File: config.mk
export PLATFORM = sky130hd
export DESIGN_NAME = fa_wt_cache_ctrl
export DESIGN_NICKNAME = d
export VERILOG_FILES = /design/src/rtl/fawt_pkg.sv /design/src/rtl/fawt_tag_cam.sv /design/src/rtl/fawt_match_enc.sv /design/src/rtl/fawt_victim_ctr.sv /design/src/rtl/fawt_data_ram.sv /design/src/rtl/fa_wt_cache_ctrl.sv
export SDC_FILE = /design/constraint.sdc
export NUM_CORES = 1
export LEC_CHECK = 0
export CORE_UTILIZATION = 45
export CTS_CLUSTER_DIAMETER = 30
export CTS_CLUSTER_SIZE = 20
export DETAILED_ROUTE_END_ITERATION = 16
export HOLD_SLACK_MARGIN = 0.15
export PLACE_DENSITY = 0.67
export SETUP_SLACK_MARGIN = 0.02
export SYNTH_ARGS = -nofsm -noshare
export SYNTH_HDL_FRONTEND = slang
export SYNTH_SLANG_ARGS = --single-unit
File: constraint.sdc
create_clock -name clk -period 9.6 [get_ports clk]
set_clock_uncertainty 0.2 [all_clocks]
set_input_delay 0.96 -clock clk [delete_from_list [all_inputs] [get_ports clk]]
set_output_delay 0.96 -clock clk [all_outputs]
set_load 0.01 [all_outputs]
File: src/rtl/fawt_pkg.sv
package fawt_pkg;
    localparam int ADDR_W = 32;
    localparam int DATA_W = 32;

    typedef enum logic [2:0] {
        ST_IDLE,
        ST_TAGCMP,
        ST_RDDATA,
        ST_MEMRD,
        ST_WRCACHE,
        ST_WRMEM
    } fawt_state_e;
endpackage

File: src/rtl/fawt_tag_cam.sv
module fawt_tag_cam #(
    parameter int DEPTH = 4,
    parameter int TAG_W = 32,
    localparam int IDX_W = (DEPTH > 1) ? $clog2(DEPTH) : 1
) (
    input  logic             clk,
    input  logic             rst_n,
    input  logic [TAG_W-1:0] srch_tag,
    input  logic             wr_en,
    input  logic [IDX_W-1:0] wr_idx,
    input  logic [TAG_W-1:0] wr_tag,
    output logic [DEPTH-1:0] match
);
    for (genvar i = 0; i < DEPTH; i++) begin : g_entry
        logic             vld_q, vld_d;
        logic [TAG_W-1:0] tag_q, tag_d;

        always_comb begin
            vld_d = vld_q;
            tag_d = tag_q;
            if (wr_en && (wr_idx == IDX_W'(i))) begin
                vld_d = 1'b1;
                tag_d = wr_tag;
            end
        end

        always_ff @(posedge clk) begin
            if (!rst_n) begin
                vld_q <= 1'b0;
                tag_q <= '0;
            end else begin
                vld_q <= vld_d;
                tag_q <= tag_d;
            end
        end

        assign match[i] = vld_q && (tag_q == srch_tag);
    end
endmodule

File: src/rtl/fawt_match_enc.sv
module fawt_match_enc #(
    parameter int DEPTH = 4,
    localparam int IDX_W = (DEPTH > 1) ? $clog2(DEPTH) : 1
) (
    input  logic [DEPTH-1:0] match,
    output logic             hit,
    output logic [IDX_W-1:0] idx
);
    always_comb begin
        hit = |match;
        idx = '0;
        for (int i = 0; i < DEPTH; i++) begin
            if (match[i]) idx = idx | IDX_W'(i);
        end
    end
endmodule

File: src/rtl/fawt_victim_ctr.sv
module fawt_victim_ctr #(
    parameter int DEPTH = 4,
    localparam int IDX_W = (DEPTH > 1) ? $clog2(DEPTH) : 1
) (
    input  logic             clk,
    input  logic             rst_n,
    input  logic             adv,
    output logic [IDX_W-1:0] ptr
);
    logic [IDX_W-1:0] ptr_q, ptr_d;

    always_comb begin
        ptr_d = ptr_q;
        if (adv) ptr_d = (ptr_q == IDX_W'(DEPTH - 1)) ? '0 : ptr_q + 1'b1;
    end

    always_ff @(posedge clk) begin
        if (!rst_n) ptr_q <= '0;
        else        ptr_q <= ptr_d;
    end

    assign ptr = ptr_q;
endmodule

File: src/rtl/fawt_data_ram.sv
module fawt_data_ram #(
    parameter int DEPTH  = 4,
    parameter int DATA_W = 32,
    localparam int IDX_W = (DEPTH > 1) ? $clog2(DEPTH) : 1
) (
    input  logic              clk,
    input  logic              we,
    input  logic [IDX_W-1:0]  waddr,
    input  logic [DATA_W-1:0] wdata,
    input  logic [IDX_W-1:0]  raddr,
    output logic [DATA_W-1:0] rdata
);
    logic [DATA_W-1:0] mem_q [DEPTH];

    always_ff @(posedge clk) begin
        if (we) mem_q[waddr] <= wdata;
    end

    assign rdata = mem_q[raddr];
endmodule

File: src/rtl/fa_wt_cache_ctrl.sv
module fa_wt_cache_ctrl
    import fawt_pkg::*;
#(
    parameter int DEPTH = 4,
    localparam int IDX_W = (DEPTH > 1) ? $clog2(DEPTH) : 1
) (
    input  logic              clk,
    input  logic              rst_n,
    input  logic              host_rd,
    input  logic              host_wr,
    input  logic [ADDR_W-1:0] host_addr,
    input  logic [DATA_W-1:0] host_wdata,
    output logic [DATA_W-1:0] host_rdata,
    output logic              host_wait,
    output logic              mem_rd,
    output logic              mem_wr,
    output logic [ADDR_W-1:0] mem_addr,
    output logic [DATA_W-1:0] mem_wdata,
    input  logic [DATA_W-1:0] mem_rdata,
    input  logic              mem_ack
);
    typedef struct packed {
        fawt_state_e       st;
        logic              op_rd;
        logic [ADDR_W-1:0] addr;
        logic [DATA_W-1:0] data;
        logic [IDX_W-1:0]  line;
        logic [DATA_W-1:0] rdata;
    } ctl_t;

    ctl_t ctl_q, ctl_d;

    logic [DEPTH-1:0]  match;
    logic              hit;
    logic [IDX_W-1:0]  hit_idx;
    logic [IDX_W-1:0]  vic_ptr;
    logic              vic_adv;
    logic              cam_we;
    logic              ram_we;
    logic [DATA_W-1:0] ram_rdata;

    fawt_tag_cam #(.DEPTH(DEPTH), .TAG_W(ADDR_W)) u_cam (
        .clk      (clk),
        .rst_n    (rst_n),
        .srch_tag (ctl_q.addr),
        .wr_en    (cam_we),
        .wr_idx   (ctl_q.line),
        .wr_tag   (ctl_q.addr),
        .match    (match)
    );

    fawt_match_enc #(.DEPTH(DEPTH)) u_enc (
        .match (match),
        .hit   (hit),
        .idx   (hit_idx)
    );

    fawt_victim_ctr #(.DEPTH(DEPTH)) u_vic (
        .clk   (clk),
        .rst_n (rst_n),
        .adv   (vic_adv),
        .ptr   (vic_ptr)
    );

    fawt_data_ram #(.DEPTH(DEPTH), .DATA_W(DATA_W)) u_ram (
        .clk   (clk),
        .we    (ram_we),
        .waddr (ctl_q.line),
        .wdata (ctl_q.data),
        .raddr (ctl_q.line),
        .rdata (ram_rdata)
    );

    always_comb begin
        ctl_d   = ctl_q;
        cam_we  = 1'b0;
        ram_we  = 1'b0;
        vic_adv = 1'b0;
        unique case (ctl_q.st)
            ST_IDLE: begin
                if (host_rd || host_wr) begin
                    ctl_d.st    = ST_TAGCMP;
                    ctl_d.op_rd = host_rd;
                    ctl_d.addr  = host_addr;
                    ctl_d.data  = host_wdata;
                end
            end
            ST_TAGCMP: begin
                if (ctl_q.op_rd) begin
                    ctl_d.st = hit ? ST_RDDATA : ST_MEMRD;
                end else begin
                    ctl_d.st = hit ? ST_WRCACHE : ST_WRMEM;
                end
                if (hit) ctl_d.line = hit_idx;
            end
            ST_RDDATA: begin
                ctl_d.rdata = ram_rdata;
                ctl_d.st    = ST_IDLE;
            end
            ST_MEMRD: begin
                if (mem_ack) begin
                    ctl_d.data = mem_rdata;
                    ctl_d.line = vic_ptr;
                    ctl_d.st   = ST_WRCACHE;
                end
            end
            ST_WRCACHE: begin
                ram_we = 1'b1;
                if (ctl_q.op_rd) begin
                    cam_we      = 1'b1;
                    vic_adv     = 1'b1;
                    ctl_d.rdata = ctl_q.data;
                    ctl_d.st    = ST_IDLE;
                end else begin
                    ctl_d.st = ST_WRMEM;
                end
            end
            ST_WRMEM: begin
                if (mem_ack) ctl_d.st = ST_IDLE;
            end
            default: ctl_d.st = ST_IDLE;
        endcase
    end

    always_ff @(posedge clk) begin
        if (!rst_n) begin
            ctl_q    <= '0;
            ctl_q.st <= ST_IDLE;
        end else begin
            ctl_q <= ctl_d;
        end
    end

    assign host_wait  = (ctl_q.st != ST_IDLE);
    assign host_rdata = ctl_q.rdata;
    assign mem_rd     = (ctl_q.st == ST_MEMRD);
    assign mem_wr     = (ctl_q.st == ST_WRMEM);
    assign mem_addr   = ctl_q.addr;
    assign mem_wdata  = ctl_q.data;
endmodule

After elaboration in Yosys (flattened, before gate mapping)
Memory sizes are Yosys's and may differ from the RTL's. A register that Yosys moved wholly into a read port is not among the register bits.
Index checks and enable logic that the tools add are counted.
Storage, ports and cells
  input port bits: 101
  word-level logic and storage cells: 81
  memories kept: 1
  memory bits (writable): 128
  flip-flop bits (word level): 236
Cells by class
  add/sub/neg operators: 1
  reduce and logical (&&, ||, !) cells: 21
  multiplexer cells: 25
  equal/unequal tests: 18
Memories
  u_ram.mem_q: words 4, width 32, read ports 1, clocked after memory_dff 1, wr ports 1, line fawt_data_ram.sv:13  | logic [DATA_W-1:0] mem_q [DEPTH];
Operators by type and width (count)
  $eq 32x32->1: 4
  $pmux 32 s2: 2
  $mux 68: 1
  $mux 34: 1
  $mux 32: 1
  $pmux 3 s5: 1
  $mux 2: 6
  $mux 3: 4
  $reduce_and 3->1: 3
  $logic_and 1x1->1: 8
  $mux 1: 8
  $eq 2x2->1 const B: 3
  $eq 3x2->1 const B: 2
  $eq 3x3->1 const B: 2
  $ne 2x2->1 const B: 3
  $reduce_bool 2->1: 3
  $ne 2x1->1 const B: 2
  $pmux 2 s2: 1
  $reduce_and 2->1: 2
  $reduce_or 4->1: 1
  $eq 3x1->1 const B: 1
  $logic_not 3->1: 1
  $reduce_bool 3->1: 1
  $add 2x1->2 const B: 1
  other kinds (3): 3

Logic depth before layout (Yosys ltp)
Gate-level depths: netlist of run 1.
  depth in word-level cells: 9
  gate-level depth with buffers: 11

Hierarchy
From an unflattened synthesis of run 1, not the netlist that was laid out.
Second synthesis, totals
  cell total of the unflattened synthesis: 1514
  area total of the unflattened synthesis: 16408.2 µm²
Modules (own cells, without submodules)
  fawt_tag_cam: instances 1, cells an instance 748, area each 6313.6 µm²
  fa_wt_cache_ctrl: instances 1, cells an instance 584, area each 5290.1 µm²
  fawt_data_ram: instances 1, cells an instance 171, area each 4689.5 µm²
  fawt_victim_ctr: instances 1, cells an instance 8, area each 95.1 µm²
  fawt_match_enc: instances 1, cells an instance 3, area each 20.0 µm²

Worst setup path before layout of run 1
No wires, ideal clock.
  path kind: flip-flop to flip-flop
  start point: register ctl_q[100] (netlist name)
  end point: memory u_ram.mem_q[2][0], enable pin
  setup slack: 5550 ps
  data arrival time: 3382 ps
  setup time: 468 ps
  period minus slack after synthesis: 4050 ps
  buffers on the path: 2
  cell stages (with the launch flop): 6
  data required time: 8932 ps
  cell sequence: dfxtp_1 > buf_4 > nor2_1 > nand2_1 > clkbuf_1 > nor3b_1
On the way
  longest elaborated chain between the ends: 4
Ends and longest elaborated chain
  start: declaration: line fa_wt_cache_ctrl.sv:31  | ctl_t ctl_q, ctl_d;
  start signal: assignment: line fa_wt_cache_ctrl.sv:130  | ctl_q <= ctl_d;
  $eq 3x3->1: line fa_wt_cache_ctrl.sv:79  | unique case (ctl_q.st)
  $mux 1: line fa_wt_cache_ctrl.sv:79
  $mux 1: line fawt_data_ram.sv:16  | if (we) mem_q[waddr] <= wdata;
  $mux 1 (not written as such): line fawt_data_ram.sv:16
  end: declaration: line fawt_data_ram.sv:13
No other way between the ends.

Final worst setup path of run 1
  start point: input host_rd
  end point: register ctl_q (netlist bit mem_wdata[4])
On the way
  longest elaborated chain between the ends: 3
Ends and longest elaborated chain
  start: declaration: line fa_wt_cache_ctrl.sv:9  | input logic host_rd,
  $logic_or 1x1->1: line fa_wt_cache_ctrl.sv:81  | if (host_rd || host_wr) begin
  $ne 2x2->1 (no line)
  $reduce_and 3->1 (no line)
No other way between the ends.
A chain may end at the register's enable or synchronous reset.

==> results of run 1 <==
sequential cells by signal (all words and copies together) (netlist names), named ones only:
| signal | count |
|---|---|
| u_cam.g_entry.tag_q | 128 |
| u_ram.mem_q | 128 |
| host_rdata | 32 |
| mem_addr | 32 |
| mem_wdata | 32 |
| ctl_q | 6 |
| u_cam.g_entry.vld_q | 4 |
| u_vic.ptr | 2 |
layer usage:
| layer | up-vias | global-route usage (%) |
|---|---|---|
| li1 | 5610 | - |
| met1 | 5611 | 29.4 |
| met2 | 393 | 35.3 |
| met3 | 49 | 4.65 |
| met4 | 0 | 8.00 |
| met5 | - | 0 |
cells by family (layout without fill, tap and decap cells):
group                      Yosys count  in the layout  synth area share, %
AOI/OAI and AO/OA                  240            240                 9.24
other                                0              1                    0
buffers and inverters              232            368                 8.78
xor gates and xnor gates           127            127                 7.05
DFF                                366            366                 54.2
adders and majority gates            1              1               0.0788
and+or+nand+nor                    616            616                 15.9
muxes                               35             35                 4.73
per-stage QoR:
stage	instances	hold slack (ns)	total power (W)	setup WS [ns]	cell area, um2
6_report	2209	0.258	0.00514	5.99	20000
3_5_place_dp	2066	0.257	0.00253	5.48	17300
3_3_place_gp	2066	0.241	0.00252	5.56	17300
2_1_floorplan	1617	0.232	0.00230	5.55	15900
5_1_grt	2209	0.272	0.00534	5.77	20000
4_1_cts	2208	0.264	0.00518	6.00	20000
critical path: stages:
cell             delay [ns]
clkdlybuf4s50_1        0.44
or2_2                  0.59
nand2_1                0.16
buf_4                  0.39
nand2_2                0.75
nor2_1                 0.37
a311oi_1               0.09
cell type report:
type,count,area (um2)
well taps,455,569
repair buffers,221,2160
fillers,2884,14700
multi-input cells,1019,5930
inverters,5,23.8
diodes,1,2.50
clock buffers,102,2260
flip-flops and latches,366,8610
clock inverters,40,402
power groups by stage:
stage	logic [W]	registers (W)	clock network, W
finish	0.000621	0.00188	0.00264
global route	0.000677	0.00190	0.00276
CTS	0.000625	0.00188	0.00267
detailed placement	0.000619	0.00191	0
global placement	0.000612	0.00191	0
floorplan	0.000498	0.00181	0
cell usage in the layout (no fill, tap or decap), types with 3 or more instances in the layout:
master and count:
clkbuf_1 7, nand3_1 38, clkbuf_16 82, inv_1 3
xnor2_1 62, mux4_2 32, edfxtp_1 128, clkinv_4 5
a21oi_1 165, bufinv_16 5, and2_1 4, mux2i_1 3
clkbuf_8 13, buf_4 22, nor3_1 7, nand2_1 429
a311oi_1 64, xor2_1 64, clkinv_1 4, inv_6 7
nor2_4 4, clkinv_2 14, o21ai_0 3, dfxtp_1 237
nor2_1 81, clkinvlp_4 5, nand4_1 19, nor4_1 15
clkdlybuf4s50_1 199, nand2_2 3
final timing paths:
check                                                 from                          to  slack, ns  depth (start not counted)
worst min-delay path            u_cam.g_entry[1].tag_q[28]  u_cam.g_entry[1].tag_q[28]       0.26                          2
worst max register to register                   ctl_q[99]  u_cam.g_entry[0].tag_q[11]       6.31                          7
worst max-delay path                               host_rd                mem_wdata[4]       5.99                          7
worst min register to register  u_cam.g_entry[1].tag_q[28]  u_cam.g_entry[1].tag_q[28]       0.26                          2
==> results.md, run 1 <==
* Outcome: complete, no violations
* Leak pwr at 7.04 nW
* Core area at 34600 um2
* Largest cells by area after synthesis: dfxtp_1 30%, edfxtp_1 24%, nand2_1 10%
* H-Tree Level Count at 3
* Synthesized area at 15900 um2
* Final Wtd Congestion at 0.774
* CP Launch Type: primary input
* CTS root buf: clkbuf_16
* Switching Fraction at 25.9%
* Max transition margin at 20.8%
* FP Rows at 68
* Synthesis-stage register bit count at 366
* PortBufs at 199
* Tmin final at 3.61 ns
* Post-synthesis cell type count at 47
* Met2 WL post-DR at 18.8 mm
* 1st-iter DRT viols at 825
* Dpl hpwl at 24.0 mm
* Worst-Skew Late Latency at 0.57 ns
* Initial antenna violation count at 1
* Layout cells sized above 1 at 11.6%
* Pins over their slew limit at 0
* GRT Total Usage at 22.1%
* Peak VDD IR at 0.157 mV
* Clock-pin slew on the worst setup and hold paths at 0.05 ns
* M1 WL at 17.5 mm
* Setup tns final at 0 ns
* Worst Max-Slew Pin Slew at 1.18 ns
* Gate power share at 12.1%
* Nets@finish at 1792
* DRC Markers at 0
* Avg Inst Size Synth at 9.82 um2
* Max-Cap Viols at 0
* Count leader, synth: nand2_1
* Drt first pass iters at 7
* Avg WL per Cell at 17.9 um
* Ratio of final minimum period to clock period at 37.6%
* Clock share of power at 51.3%
* Chip Height at 190 um
* Worst Hold Class: reg2reg
* Vias at 11.7k
* Area leader, netlist: dfxtp_1
* Met3 routed WL at 2.46 mm
* Post-Syn Instances at 1617
* Initial cell density of the core at 45.8%
* Req. time, crit path at 9.78 ns
* Die width at 190 um
* CP Max Fanout at 64
* Num CTS Buffers at 77
* Grt ovf at 0
* Layout area overhead at 25.7%
* Routed WL at 39.5 mm
* Final Hold Viols at 0
* Post-synth top cells: 431 x nand2_1, 238 x dfxtp_1, 165 x a21oi_1, 128 x edfxtp_1, 101 x buf_4
* First-pass GRT wire length at 62.1 mm
* Synth Net Count at 1719
* RSZ-0062 raised after global routing: false
* Via density at 5.28
* Int Pwr at 0.00381 W
* Highest Clock Rate at 277 MHz
* Share of flip-flops with an asynchronous set or reset at 0%
* CTS tree: done
* I/O pin count at 200
* Crit. End Element: flop
* Post-synth EDFFs at 128
* Synth Flop Type: dfxtp_1
* CTS sink cnt at 366
* Top Layer Used: met4
* Sequential fraction of the synthesis area at 54.2%
* Reg power frac at 36.6%
* Setup-failing EPs final at 0
* Yosys warns at 0
* Vias in the first global route at 11.3k
* Final design utilization at 57.6%
* Post-CTS setup repair buffer count at 0
* Clk buf depth at 3
* DRT antenna net count at 0
* PwrDens at 258 nW/um2
* Largest net degree at the start of global routing at 141
* Switch Pwr at 0.00133 W
* Setup CP Type: in2reg
* Critical Path AT at 3.79 ns
* Share of Yosys cell area claimed by the top area cell type at 30.0%
* CTS resizes at 0
* Die area at 36000 um2
* Cts hold-fix bufs at 0
No activity file was read; power rests on OpenSTA's default activity.
==> inputs of run 2 (changes only) <==
- PLACE_DENSITY: 0.67 -> 0.7
- clock period: 9.6 -> 3.3 ns (I/O delays scaled with it)
==> run 2 against run 1 <==
  * Worst hold slack got worse by 0.10 ns
  * First-iteration DRC count grew 36%
  * Utilization is 2.7 points higher
  * Clock-buffer cell count is 2 higher
  * Cell count rose by 4.1%
  * Register-to-register slack worse by 6.0 ns
  * Critical endpoint is now mem_rd
  * Largest power group unchanged
==> results.md, run 2 (synthesized netlist as in run 1, its figures left out) <==
* Worst Max-Slew Pin Slew at 0.929 ns (was 1.18 ns)
* CP bufs+invs at 3 (was 2)
* Initial cell density of the core at 45.8% (unchanged)
* CP Launch Type: flop (was primary input)
* Tmin final at 3.00 ns
* Most frequent cells in the layout: 430 x nand2_1, 237 x dfxtp_1, 199 x clkdlybuf4s50_1 (was 429 x nand2_1, 237 x dfxtp_1, 199 x clkdlybuf4s50_1)
* Layout area overhead at 31.6% (was 25.7%)
* PwrDens at 737 nW/um2 (was 258 nW/um2)
* Crit-path slowest cell: clkdlybuf4s50_1 (was nand2_2)
* Top flop regs: u_cam.g_entry.tag_q x128, u_ram.mem_q x128 (unchanged)
* Final Wtd Congestion at 0.837 (was 0.774)
* DRT antenna net count at 0 (unchanged)
* Core area at 34600 um2 (unchanged)
* Routed WL at 43.1 mm (was 39.5 mm)
* Req. time, crit path at 2.77 ns (was 9.78 ns)
* Vias in the first global route at 12.1k (was 11.3k)
* Most common cell after layout, fill and taps aside: nand2_1 (unchanged)
* Crit. End Element: output port (was flop)
* Grt ovf at 0 (unchanged)
* Nets@finish at 1878 (was 1792)
* Crit. path cell count at 5 (was 7)
* Placed insts at 2080 (was 2066)
* Chip Height at 190 um (unchanged)
* CTS root buf: clkbuf_16 (unchanged)
* Max-Cap Viols at 0 (unchanged)
* Place WS at 0.656 ns (was 5.48 ns)
* 1st-iter DRT viols at 1121 (was 825)
* Final worst slack at 0.303 ns (was 5.99 ns)
* Ratio of final minimum period to clock period at 90.8%
* CP max stage delay at 0.62 ns (was 0.75 ns)
* H-Tree Level Count at 3 (unchanged)
* Initial antenna violation count at 2 (was 1)
* Reg-to-Reg Start: ctl_q[100] (was ctl_q[99])
* CTS sink cnt at 366 (unchanged)
* Fillers at 2719 (was 2884)
* Worst Setup EP: mem_rd (was mem_wdata[4])
* Largest net degree at the start of global routing at 115 (was 141)
* Critical Path AT at 2.47 ns (was 3.79 ns)
* Outcome: complete, no violations (unchanged)
* Via density at 5.41 (was 5.28)
* Cts hold-fix bufs at 70 (was 0)
* CP Max Fanout at 33 (was 64)
* Final Instance Area at 20900 um2 (was 20000 um2)
* Highest Clock Rate at 334 MHz
* Critical path launch point: ctl_q[100] (was host_rd)
* Vias at 12.4k (was 11.7k)
* Die width at 190 um (unchanged)
* Setup CP Type: reg2out (was in2reg)
* CTS resizes at 0 (unchanged)
* Clk buf depth at 3 (unchanged)
* CP top delay family: buffers and inverters (was simple AND/OR/NAND/NOR gates)
* Num CTS Buffers at 79 (was 77)
* Reg2reg end: mem_wdata[12] (was u_cam.g_entry[0].tag_q[11])
* Peak VDD IR at 0.742 mV (was 0.157 mV)
* Setup tns final at 0 ns (unchanged)
* Reg2reg path depth at 7 (unchanged)
* R2r setup slk at 0.34 ns (was 6.31 ns)
* First-pass GRT wire length at 66.4 mm (was 62.1 mm)
* Avg WL per Cell at 18.8 um (was 17.9 um)
* Final design utilization at 60.3% (was 57.6%)
* Die area at 36000 um2 (unchanged)
* Post-CTS setup repair buffer count at 0 (unchanged)
* Clock-pin slew on the worst setup and hold paths at 0.05 ns (about the same)
* Leak pwr at 7.46 nW (was 7.04 nW)
* Crit path cell chain: nor2b_1 > nand2_1 > clkinv_1 > buf_4 > clkdlybuf4s50_1 (was clkdlybuf4s50_1 > or2_2 > nand2_1 > buf_4 > nand2_2 > nor2_1 > a311oi_1)
* Layout cells sized above 1 at 11.6% (about the same)
* RSZ-0062 raised after global routing: false (unchanged)
* Dpl hpwl at 25.0 mm (was 24.0 mm)
* I/O pin count at 200 (unchanged)
* Final Hold Viols at 0 (unchanged)
* Drt first pass iters at 5 (was 7)
* Pins over their slew limit at 0 (unchanged)
* Worst-Skew Late Latency at 0.58 ns (was 0.57 ns)
* DRC Markers at 0 (unchanged)
* CTS tree: done (unchanged)
* PortBufs at 199 (unchanged)
* Worst Hold Class: in2reg (was reg2reg)
* Setup-failing EPs final at 0 (unchanged)
* Final std cells w/o fill at 2299 (was 2209)
* Max transition margin at 38.1% (was 20.8%)
* FP Rows at 68 (unchanged)
* GRT Total Usage at 23.7% (was 22.1%)
* Area after DPL at 17500 um2 (was 17300 um2)
-- run 2: layout make-up --
| class | count | area [um2] | area share [%] |
|---|---|---|---|
| Inverter | 5 | 23.8 | 0.114 |
| Multi-Input combinational cell | 1019 | 5930 | 28.4 |
| Clock buffer | 104 | 2190 | 10.5 |
| Clock inverter | 43 | 529 | 2.53 |
| Tap cell | 455 | 569 | 2.72 |
| Antenna cell | 2 | 5.00 | 0.0239 |
| Sequential cell | 366 | 8610 | 41.2 |
| Timing Repair Buffer | 305 | 3040 | 14.5 |
-- run 2: stage by stage --
step                      power, W  hold WS (ns)
final                       0.0154         0.158
after global routing        0.0159         0.170
after CTS                   0.0155         0.151
after detailed placement   0.00740         0.259
after global placement     0.00735         0.244
after floorplan            0.00670         0.232
-- run 2: worst register-to-register path: cells and delay by family, from the launching register on --
| family | cells | cell delay [ns] |
|---|---|---|
| AND/OR/NAND/NOR | 4 | 1.16 |
| buffers and inverters | 2 | 0.87 |
| flip-flops | 1 | 0.40 |
| AO/OA/AOI/OAI | 1 | 0.28 |
-- run 2: worst min path at each step --
| stage | from | endpoint | slack (ns) | cells past startpoint |
|---|---|---|---|---|
| floorplan | u_cam.g_entry[0].vld_q | u_cam.g_entry[0].vld_q | 0.23 | 2 |
| global placement | u_cam.g_entry[0].vld_q | u_cam.g_entry[0].vld_q | 0.24 | 2 |
| detailed placement | u_cam.g_entry[2].tag_q[13] | u_cam.g_entry[2].tag_q[13] | 0.26 | 2 |
| CTS | host_addr[18] | mem_addr[18] | 0.15 | 3 |
| global route | mem_rdata[8] | mem_wdata[8] | 0.17 | 3 |
| finish | mem_rdata[8] | mem_wdata[8] | 0.16 | 3 |
-- run 2: per-layer routing --
layer / track usage [%] / share of wire [%] / vias up
met5: 0 / 0 / -
met3: 5.81 / 7.9 / 94
li1: - / - / 5781
met4: 9.68 / 3.0 / 0
met1: 30.2 / 42 / 6042
met2: 38.6 / 47 / 525
-- run 2: report_power, final --
part	leakage (nW)	internal [W]	switching, W
clock	1.32	0.00540	0.00254
sequential	3.11	0.00503	0.000411
combinational	3.03	0.000971	0.00106
total	7.46	0.0114	0.00401
==> inputs of run 3 (changes only) <==
- CELL_PAD_IN_SITES_DETAIL_PLACEMENT: not set -> 1
- CELL_PAD_IN_SITES_GLOBAL_PLACEMENT: not set -> 2
- CORE_UTILIZATION: 45 -> 32
- PLACE_DENSITY: 0.7 -> not set
- PLACE_DENSITY_LB_ADDON: not set -> 0.1
==> run 3 against run 2 <==
  * Cell count grew 13%
  * Clock power rose by 27%
  * Utilization decreased by 15 points
  * Via count is 0.19% higher
  * Design area increased by 7.4%
  * Routed wire length grew 21%
  * Die area rose by 40%
  * Sequential share of layout area fell by 2.8 points
  * Power rose by 15%
  * Sequential power decreased by 0.7%
  * Highest routed layer is now met5
==> results.md, run 3 (synthesized netlist as in run 1, its figures left out) <==
* Outcome: complete, no violations (unchanged)
* DRT antenna net count at 0 (unchanged)
* Clock share of power at 56.8% (was 51.5%)
* Vias at 12.5k (was 12.4k)
* I/O pin count at 200 (unchanged)
* Nets@finish at 1945 (was 1878)
* Tmin final at 3.08 ns (was 3.00 ns)
* Layout area overhead at 41.3% (was 31.6%)
* RSZ-0062 raised after global routing: false (unchanged)
* Clk buf depth at 3 (unchanged)
* Post-CTS setup repair buffer count at 0 (unchanged)
* Int Pwr at 0.0132 W (was 0.0114 W)
* Grt ovf at 0 (unchanged)
* FP Rows at 81 (was 68)
* Leak pwr at 8.11 nW (was 7.46 nW)
* Diodes inserted at 0 (was 2)
* Worst Max-Slew Pin Slew at 0.769 ns (was 0.929 ns)
* PwrDens at 792 nW/um2 (was 737 nW/um2)
* Worst Hold Class: in2reg (unchanged)
* Critical Path AT at 2.55 ns (was 2.47 ns)
* Routed WL at 52.1 mm (was 43.1 mm)
* CP Max Fanout at 33 (unchanged)
* Most frequent cells in the layout: 430 x nand2_1, 237 x dfxtp_1, 199 x clkdlybuf4s50_1 (unchanged)
* Max transition margin at 48.2% (was 38.1%)
* Num CTS Buffers at 102 (was 79)
* Vias in the first global route at 13.1k (was 12.1k)
* Switching Fraction at 25.8% (was 26.1%)
* CTS sink cnt at 366 (unchanged)
* CTS tree: done (unchanged)
* Dpl hpwl at 32.0 mm (was 25.0 mm)
* Final worst slack at 0.220 ns (was 0.303 ns)
* Highest Clock Rate at 325 MHz (was 334 MHz)
* Top flop regs: u_cam.g_entry.tag_q x128, u_ram.mem_q x128 (unchanged)
* Largest net degree at the start of global routing at 77 (was 115)
* Final Hold Viols at 0 (unchanged)
* Die area at 50500 um2 (was 36000 um2)
* Area after DPL at 17900 um2 (was 17500 um2)
* Place WS at 0.531 ns (was 0.656 ns)
* Die width at 225 um (was 190 um)
* Req. time, crit path at 2.77 ns (about the same)
* H-Tree Level Count at 3 (unchanged)
* Worst-Skew Late Latency at 0.63 ns (was 0.58 ns)
* Initial cell density of the core at 32.4% (was 45.8%)
* Fillers at 5335 (was 2719)
* Ratio of final minimum period to clock period at 93.3% (was 90.8%)
* Total Power at 0.0178 W (was 0.0154 W)
* Clock-pin slew on the worst setup and hold paths at 0.04 ns (was 0.05 ns)
* Setup-failing EPs final at 0 (unchanged)
* PortBufs at 199 (unchanged)
* First-pass GRT wire length at 79.2 mm (was 66.4 mm)
* Final design utilization at 45.8% (was 60.3%)
* Layout cells sized above 1 at 14.4% (was 11.6%)
* Crit. End Element: output port (unchanged)
* Gate power share at 12.8% (was 13.2%)
* Final Wtd Congestion at 0.782 (was 0.837)
* Final Instance Area at 22400 um2 (was 20900 um2)
* Initial antenna violation count at 1 (was 2)
* 1st-iter DRT viols at 588 (was 1121)
* Max-Cap Viols at 0 (unchanged)
* Pins over their slew limit at 0 (unchanged)
* CTS root buf: clkbuf_16 (unchanged)
* Setup tns final at 0 ns (unchanged)
* Most common cell after layout, fill and taps aside: nand2_1 (unchanged)
* Switch Pwr at 0.00458 W (was 0.00401 W)
* DRC Markers at 0 (unchanged)
* Drt first pass iters at 4 (was 5)
* Core area at 49000 um2 (was 34600 um2)
* Reg power frac at 30.4% (was 35.3%)
* Setup CP Type: reg2out (unchanged)
* Via density at 4.81 (was 5.41)
* Chip Height at 225 um (was 190 um)
* Peak VDD IR at 0.567 mV (was 0.742 mV)
* GRT Total Usage at 20.9% (was 23.7%)
* CP Launch Type: flop (unchanged)
* Avg WL per Cell at 20.1 um (was 18.8 um)
-- run 3: cell count changes in the layout (fill, tap and decap cells not counted), sizes merged --
cell	delta
clkbuf	+18
clkinvlp	+5
buf	+18
dlygate4sd3	+26
diode	-2
bufinv	+6
clkinv	+12
-- run 3: worst paths after layout --
path,startpoint,cells past startpoint,endpoint,slack (ns)
setup reg to reg,ctl_q[99],7,mem_wdata[6],0.32
hold reg to reg,u_cam.g_entry[0].vld_q,2,u_cam.g_entry[0].vld_q,0.26
hold / removal,host_wr,4,ctl_q[98],0.22
setup / recovery,ctl_q[100],5,mem_rd,0.22
-- run 3: critical path, stage by stage, from the launching register on --
cell and delay (ns):
dfxtp_1 0.47, nor2b_1 0.25, nand2_1 0.10, clkinv_1 0.08
buf_4 0.38, clkdlybuf4s50_1 0.63
-- run 3: per-layer routing --
layer	track usage (%)	share of wire, %	vias up
li1	-	-	5916
met1	26.0	44	6167
met2	35.4	49	265
met3	4.62	4.9	116
met4	7.46	2.9	2
met5	0	0.017	-
-- run 3: layout make-up --
type	instances	area, um2	share of cell area (%)
clock buffer	122	2760	12.3
clock inverter	66	821	3.66
inverter	5	23.8	0.106
multi-input combinational	1019	5950	26.5
sequential	366	8610	38.4
tap	664	831	3.70
timing repair buffer	349	3450	15.4
-- run 3: metrics by stage --
stage / hold WS (ns) / instances
floorplan: 0.232 / 1617
global placement: 0.241 / 2307
detailed placement: 0.253 / 2307
CTS: 0.186 / 2591
global route: 0.246 / 2591
finish: 0.219 / 2591
-- run 3: power by group through the flow --
| stage | sequential, W | combinational, W | clock [W] |
|---|---|---|---|
| after floorplan | 0.00525 | 0.00145 | 0 |
| after global placement | 0.00547 | 0.00212 | 0 |
| after detailed placement | 0.00549 | 0.00213 | 0 |
| after CTS | 0.00541 | 0.00232 | 0.0103 |
| after global routing | 0.00545 | 0.00248 | 0.0105 |
| final | 0.00540 | 0.00228 | 0.0101 |
-- run 3: repair_timing --
item | in CTS | in global routing
gates resized for setup | 0 | 1
hold endpoints to repair | 64 | 0
endpoints found under the setup margin | 0 | 16
hold buffers | 96 | 0
